[config.mk]
export PLATFORM = sky130hd
export DESIGN_NAME = energy_quanta_bank
export DESIGN_NICKNAME = d
export VERILOG_FILES = /design/src/rtl/eacc_pkg.sv /design/src/rtl/eacc_phase_reg.sv /design/src/rtl/eacc_hf_irq.sv /design/src/rtl/eacc_rd_port.sv /design/src/rtl/energy_quanta_bank.sv
export SDC_FILE = /design/constraint.sdc
export NUM_CORES = 1
export LEC_CHECK = 0
export BUFFER_PORTS_ARGS = -buffer_cell sky130_fd_sc_hd__buf_2
export CORE_ASPECT_RATIO = 1.75
export CORE_UTILIZATION = 40
export DETAILED_ROUTE_END_ITERATION = 8
export MAX_ROUTING_LAYER = met4
export PLACE_DENSITY = 0.56
export SLEW_MARGIN = 20
export SYNTH_ARGS = -nofsm -noshare
export SYNTH_HDL_FRONTEND = slang
export SYNTH_SLANG_ARGS = --single-unit
export TNS_END_PERCENT = 20
[constraint.sdc]
create_clock -name clk_i -period 4.1 [get_ports clk_i]
set_input_delay 0.82 -clock clk_i [delete_from_list [all_inputs] [get_ports clk_i]]
set_output_delay 0.82 -clock clk_i [all_outputs]
set_load 0.02 [all_outputs]
[src/rtl/eacc_pkg.sv]
package eacc_pkg;
  typedef enum logic [1:0] {
    STEP_NONE = 2'd0,
    STEP_UP   = 2'd1,
    STEP_DN   = 2'd2
  } step_e;

  function automatic step_e step_decode(input logic up, input logic dn);
    if (up && !dn) return STEP_UP;
    if (dn && !up) return STEP_DN;
    return STEP_NONE;
  endfunction
endpackage

[src/rtl/eacc_phase_reg.sv]
module eacc_phase_reg
  import eacc_pkg::*;
#(
  parameter int W      = 32,
  parameter int HF_BIT = W - 2
) (
  input  logic         clk_i,
  input  logic         rst_ni,
  input  logic         up_i,
  input  logic         dn_i,
  input  logic         clr_i,
  output logic [W-1:0] q_o,
  output logic         hf_evt_o
);
  localparam logic [W-1:0] ONE  = {{(W-1){1'b0}}, 1'b1};
  localparam logic [W-1:0] MONE = {W{1'b1}};

  step_e        step;
  logic [W-1:0] q_q, stepped, nxt;

  always_comb begin
    step = step_decode(up_i, dn_i);
    unique case (step)
      STEP_UP: stepped = q_q + ONE;
      STEP_DN: stepped = q_q - ONE;
      default: stepped = q_q;
    endcase
    // clear-on-read keeps a coincident quantum
    if (clr_i) begin
      unique case (step)
        STEP_UP: nxt = ONE;
        STEP_DN: nxt = MONE;
        default: nxt = '0;
      endcase
    end else begin
      nxt = stepped;
    end
  end

  always_ff @(posedge clk_i or negedge rst_ni) begin
    if (!rst_ni) q_q <= '0;
    else         q_q <= nxt;
  end

  assign q_o      = q_q;
  assign hf_evt_o = !clr_i && (stepped[HF_BIT] ^ q_q[HF_BIT]);


  step_up_chk: assert property (@(posedge clk_i) disable iff (!rst_ni)
    (up_i && !dn_i && !clr_i) |=> (q_o == $past(q_o) + ONE));

  step_dn_chk: assert property (@(posedge clk_i) disable iff (!rst_ni)
    (dn_i && !up_i && !clr_i) |=> (q_o == $past(q_o) - ONE));

  cancel_chk: assert property (@(posedge clk_i) disable iff (!rst_ni)
    (up_i && dn_i && !clr_i) |=> (q_o == $past(q_o)));

  rd_clr_chk: assert property (@(posedge clk_i) disable iff (!rst_ni)
    (clr_i && !up_i && !dn_i) |=> (q_o == '0));

  rd_clr_up_chk: assert property (@(posedge clk_i) disable iff (!rst_ni)
    (clr_i && up_i && !dn_i) |=> (q_o == ONE));

  hf_toggle_chk: assert property (@(posedge clk_i) disable iff (!rst_ni)
    hf_evt_o |=> (q_o[HF_BIT] != $past(q_o[HF_BIT])));
endmodule

[src/rtl/eacc_hf_irq.sv]
module eacc_hf_irq #(
  parameter int N_PH = 3
) (
  input  logic            clk_i,
  input  logic            rst_ni,
  input  logic [N_PH-1:0] hf_evt_i,
  input  logic            st_clr_i,
  input  logic            hf_mask_i,
  output logic            status_o,
  output logic            irq_no
);
  logic any_evt, status_q;

  assign any_evt = |hf_evt_i;

  // new event wins over a coincident clear
  always_ff @(posedge clk_i or negedge rst_ni) begin
    if (!rst_ni)       status_q <= 1'b0;
    else if (any_evt)  status_q <= 1'b1;
    else if (st_clr_i) status_q <= 1'b0;
  end

  assign status_o = status_q;
  assign irq_no   = ~(status_q & hf_mask_i);



  hf_set_chk: assert property (@(posedge clk_i) disable iff (!rst_ni)
    any_evt |=> status_o);

  hf_clr_chk: assert property (@(posedge clk_i) disable iff (!rst_ni)
    (st_clr_i && !any_evt) |=> (!status_o && irq_no));

  irq_fall_chk: assert property (@(posedge clk_i) disable iff (!rst_ni)
    ($rose(status_o) && hf_mask_i) |-> !irq_no);

  irq_idle_chk: assert property (@(posedge clk_i) disable iff (!rst_ni)
    !status_o |-> irq_no);
endmodule

[src/rtl/eacc_rd_port.sv]
module eacc_rd_port #(
  parameter int N_PH = 3,
  parameter int W    = 32,
  parameter int SELW = 2
) (
  input  logic [N_PH-1:0][W-1:0] regs_i,
  input  logic [SELW-1:0]        sel_i,
  input  logic                   rd_en_i,
  input  logic                   rd_rst_en_i,
  output logic [W-1:0]           data_o,
  output logic [N_PH-1:0]        clr_o
);
  logic sel_ok;

  assign sel_ok = {1'b0, sel_i} < (SELW+1)'(N_PH);

  always_comb begin
    data_o = '0;
    for (int i = 0; i < N_PH; i++)
      if (sel_i == SELW'(i)) data_o = regs_i[i];
  end

  for (genvar g = 0; g < N_PH; g++) begin : g_clr
    assign clr_o[g] = rd_en_i && rd_rst_en_i && (sel_i == SELW'(g));
  end



  clr_onehot_chk: assert property (@(posedge rd_en_i) 1'b1 |-> $onehot0(clr_o));
  always_comb begin

    bad_sel_chk: assert (sel_ok || (data_o == '0 && clr_o == '0));
  end
endmodule

[src/rtl/energy_quanta_bank.sv]
module energy_quanta_bank #(
  parameter int N_PH   = 3,
  parameter int W      = 32,
  parameter int HF_BIT = W - 2,
  parameter int SELW   = (N_PH > 1) ? $clog2(N_PH) : 1
) (
  input  logic            clk_i,
  input  logic            rst_ni,
  input  logic [N_PH-1:0] up_i,
  input  logic [N_PH-1:0] dn_i,
  input  logic            rd_en_i,
  input  logic [SELW-1:0] rd_sel_i,
  input  logic            rd_rst_en_i,
  output logic [W-1:0]    rd_data_o,
  input  logic            st_clr_i,
  input  logic            hf_mask_i,
  output logic            status_o,
  output logic            irq_no
);
  logic [N_PH-1:0][W-1:0] regs;
  logic [N_PH-1:0]        clr, hf_evt;

  for (genvar g = 0; g < N_PH; g++) begin : g_ph
    eacc_phase_reg #(.W(W), .HF_BIT(HF_BIT)) u_reg (
      .clk_i   (clk_i),
      .rst_ni  (rst_ni),
      .up_i    (up_i[g]),
      .dn_i    (dn_i[g]),
      .clr_i   (clr[g]),
      .q_o     (regs[g]),
      .hf_evt_o(hf_evt[g])
    );
  end

  eacc_rd_port #(.N_PH(N_PH), .W(W), .SELW(SELW)) u_rd (
    .regs_i     (regs),
    .sel_i      (rd_sel_i),
    .rd_en_i    (rd_en_i),
    .rd_rst_en_i(rd_rst_en_i),
    .data_o     (rd_data_o),
    .clr_o      (clr)
  );

  eacc_hf_irq #(.N_PH(N_PH)) u_hf (
    .clk_i    (clk_i),
    .rst_ni   (rst_ni),
    .hf_evt_i (hf_evt),
    .st_clr_i (st_clr_i),
    .hf_mask_i(hf_mask_i),
    .status_o (status_o),
    .irq_no   (irq_no)
  );


  rst_state_chk: assert property (@(posedge clk_i)
    !rst_ni |-> (!status_o && irq_no));
endmodule

==> impl_summary.txt <==
----------------------------------------------------
[Synthesis]
  Largest area contributor in the synthesized netlist ... sky130_fd_sc_hd__dfrtp_1
  Proportion of synthesized chip area in sequential cells ... 0.191
  Cell area after synthesis ... 12700 µm²
  Number of synthesized flops with an enable pin ... 0
  Leading post-synthesis cells by cell area ... sky130_fd_sc_hd__dfrtp_1 (19%), sky130_fd_sc_hd__o21ai_0 (7.5%), sky130_fd_sc_hd__mux2i_1 (6.7%)
  Count of mapped cells out of synthesis ... 1795
  Portion of synthesized cell area occupied by the leading cell type ... 0.191
  Average cell area after synthesis ... 7.07 µm²
  Warnings, synthesis ... 0
  Predominant post-synthesis flop cell ... sky130_fd_sc_hd__dfrtp_1
  Netlist cell types ... 103
  FF+latch count, synth ... 97
  Net count of the mapped netlist ... 1824
  Proportion of synthesized flip-flops having asynchronous set or reset ... 1.00

[Power]
  Leakage power summed over all cells ... 5.27 nW
  PD cells ... 592 nW/µm²
  Worst vdd ir ... 0.323 mV
  Post-route total power ... 7.96 mW

[Die]
  Die span in x ... 137 µm
  Area of the die ... 32500 µm²
  Die boundary height ... 238 µm
  Placeable core region ... 30900 µm²
  Count of standard-cell rows ... 85
  Starting Density ... 0.410
  # IOs ... 48

[Layout]
  Nets@finish ... 1741
  Most used cells in the layout excluding fill and tap cells ... sky130_fd_sc_hd__o21ai_0 (183), sky130_fd_sc_hd__nor2_1 (157), sky130_fd_sc_hd__a21oi_1 (149)
  Fraction of layout cells with a size suffix above 1 ... 0.113
  Post-layout instance area ... 13500 µm²
  Filler-free cell count of the finished design ... 2107
  Most common library cell in the layout ignoring fill and taps ... sky130_fd_sc_hd__o21ai_0
  Area grow syn2layout ... 6.08%
  Total inserted antenna cells ... 0

[Global route]
  Combined global-route utilization of all metal layers ... 0.315
  Pin count of the biggest net entering global routing ... 60
  Total grt overflow ... 0
  Vias in the first global route ... 13400
  Global-route wire length before repair ... 76400 µm
  Number of antenna violations at the first check in global routing ... 0

[Critical path]
  Critical Path Source Type ... input pin
  Worst path arrival time ... 3.71 ns
  Setup Crit Path Kind ... in -> reg
  Endpoint type of the worst setup path ... flop
  Data required, critical path ... 4.37 ns
  Maximum fanout encountered on the critical timing path ... 43

[Routing]
  Count of routing violations after the opening detailed-route iteration ... 1197
  WL/cell ... 23.4 µm
  Met2 wire len ... 24700 µm
  Met3 Wirelength ... 2120 µm
  Met1 wire length ... 19200 µm
  Via count ... 14300
  DR DRC count ... 0
  Pre-Repair DR Iteration Count ... 5
  Vias per Instance ... 6.78
  Max layer used ... met4
  Routed wire length ... 49200 µm
  Number of routed nets with antenna violations ... 0

[Timing]
  Aggregate negative setup slack ... 0 ns
  Worst clock skew on the final layout ... 0.0199 ns
  Time the final worst path needs with I/O delays and setup ... 3.45 ns
  Number of endpoints with negative hold slack in the final report ... 0
  Highest Clock Rate ... 290 MHz
  Worst slew margin ... 0.363
  Final count of negative-setup-slack endpoints ... 0
  Number of max-slew violations in the final report ... 0
  Share of the clock period used by the worst path after layout ... 0.841
  Setup repair after global routing missed its margin ... no
  Transition time of the tightest slew-check pin ... 0.953 ns
  Worst slack on hold paths ... 0.529 ns

[Clock network]
  Sinks on the clock net ... 97
  Source-to-sink clock delay at the later pin of the worst-skew pair ... 0.39 ns
  Clock Pin Slew Worst Setup and Hold Paths ... 0.09 ns
  Number of H-tree levels ... 3
  Clock root cell ... sky130_fd_sc_hd__clkbuf_16
  Hold buffers post-CTS ... 0
  TritonCTS clock tree ... yes
  Clock buffers created by TritonCTS ... 9
  Number of cells upsized or downsized after cts ... 0
  Buffers from clock root to sink, at most ... 2
  Post-CTS Setup Repair Bufs ... 0

[Placed design]
  Post-place instance area ... 13200 µm²
  HPWL after DPL ... 35100 µm
  Number of placed instances, taps included ... 2092
  Port Buffer Count ... 47
  Final weighted congestion in routability-driven placement ... 0.931

[Min path]
  Hold Crit Class ... in -> async

[Flow run]
  Number of maximum-capacitance violations ... 0

[Run status]
  Outcome ... completed

----------------------------------------------------
==> per-layer routing <==
metal | up-vias | GRT usage
met4 | 0 | 0.198
li1 | 6611 | -
met2 | 541 | 0.529
met5 | - | -
met1 | 6959 | 0.352
met3 | 165 | 0.0339
==> critical path: stages <==
cell and delay, ns:
sky130_fd_sc_hd__buf_2 0.10, sky130_fd_sc_hd__inv_1 0.10, sky130_fd_sc_hd__ha_4 0.45, sky130_fd_sc_hd__ha_1 0.40, sky130_fd_sc_hd__a21boi_0 0.21, sky130_fd_sc_hd__o2bb2ai_1 0.12, sky130_fd_sc_hd__o22ai_1 0.29, sky130_fd_sc_hd__o2bb2ai_1 0.18
sky130_fd_sc_hd__nor2_1 0.09, sky130_fd_sc_hd__o31a_1 0.34, sky130_fd_sc_hd__mux2_2 0.28, sky130_fd_sc_hd__a211o_1 0.29
==> power breakdown <==
| part | switching, mW | internal, mW | total, mW | leakage [nW] |
|---|---|---|---|---|
| Sequential | 1.60 | 1.40 | 3.00 | 1.17 |
| Clock | 0.461 | 0.409 | 0.871 | 0.124 |
| Combinational | 2.34 | 1.76 | 4.09 | 3.98 |
| Total | 4.40 | 3.56 | 7.96 | 5.27 |
==> cell usage after synthesis (all sizes together) (15+ instances only) <==
cell and number:
mux2i 85, o31a 15, a31oi 45, a21o 17, a32oi 20, nor2 157, o21a 20, inv 50
ha 15, nor3 49, o32ai 18, o21ai 195, nand2b 15, nor2b 20, o211ai 37, or3 33
nor3b 15, nand2 138, buf 42, clkbuf 159, o22ai 15, a21oi 155, nand3 38, dfrtp 97
o31ai 57
==> through the flow <==
stage | setup WS [ns] | utilization
after floorplan | -0.0216 | -
after global placement | 0.347 | 0.426
after detailed placement | 0.280 | 0.426
after CTS | 0.688 | 0.435
after global routing | 0.370 | 0.435
final | 0.654 | 0.435
==> cells by family after synthesis <==
kind of cell	Yosys count	synth area share
buffers and inverters	256	0.0797
adders and majority gates	15	0.0148
and+or+nand+nor	568	0.227
DFF	97	0.191
AOI/OAI and AO/OA	740	0.394
xor gates and xnor gates	20	0.0138
muxes	99	0.0801
==> state kept, by name (all words and copies together) (netlist names) <==
signal and flops:
g_ph.u_reg.q_o 96, u_hf.status_o 1
==> area by class of cell <==
type | count | area (µm²)
inverters | 55 | 206
multi-input cells | 1442 | 9360
well taps | 391 | 489
clock buffers | 10 | 229
repair buffers | 107 | 713
clock inverters | 5 | 33.8
fillers | 3143 | 17500
flip-flops and latches | 97 | 2430
==> path summary, 6_finish.rpt <==
kind / start / endpoint / slack (ns) / depth (start not counted)
max reg2reg: g_ph[1].u_reg.q_o[7] / g_ph[1].u_reg.q_o[25] / 0.93 / 8
min: rst_ni / g_ph[2].u_reg.q_o[4] / 0.53 / 1
min in group clk_i: g_ph[2].u_reg.q_o[29] / g_ph[2].u_reg.q_o[29] / 0.62 / 2
max in group asynchronous: rst_ni / g_ph[1].u_reg.q_o[4] / 2.60 / 2
max: up_i[0] / g_ph[0].u_reg.q_o[31] / 0.65 / 12
min reg2reg: g_ph[2].u_reg.q_o[29] / g_ph[2].u_reg.q_o[29] / 0.62 / 2
Note: power is estimated with default switching activity, not from simulation.
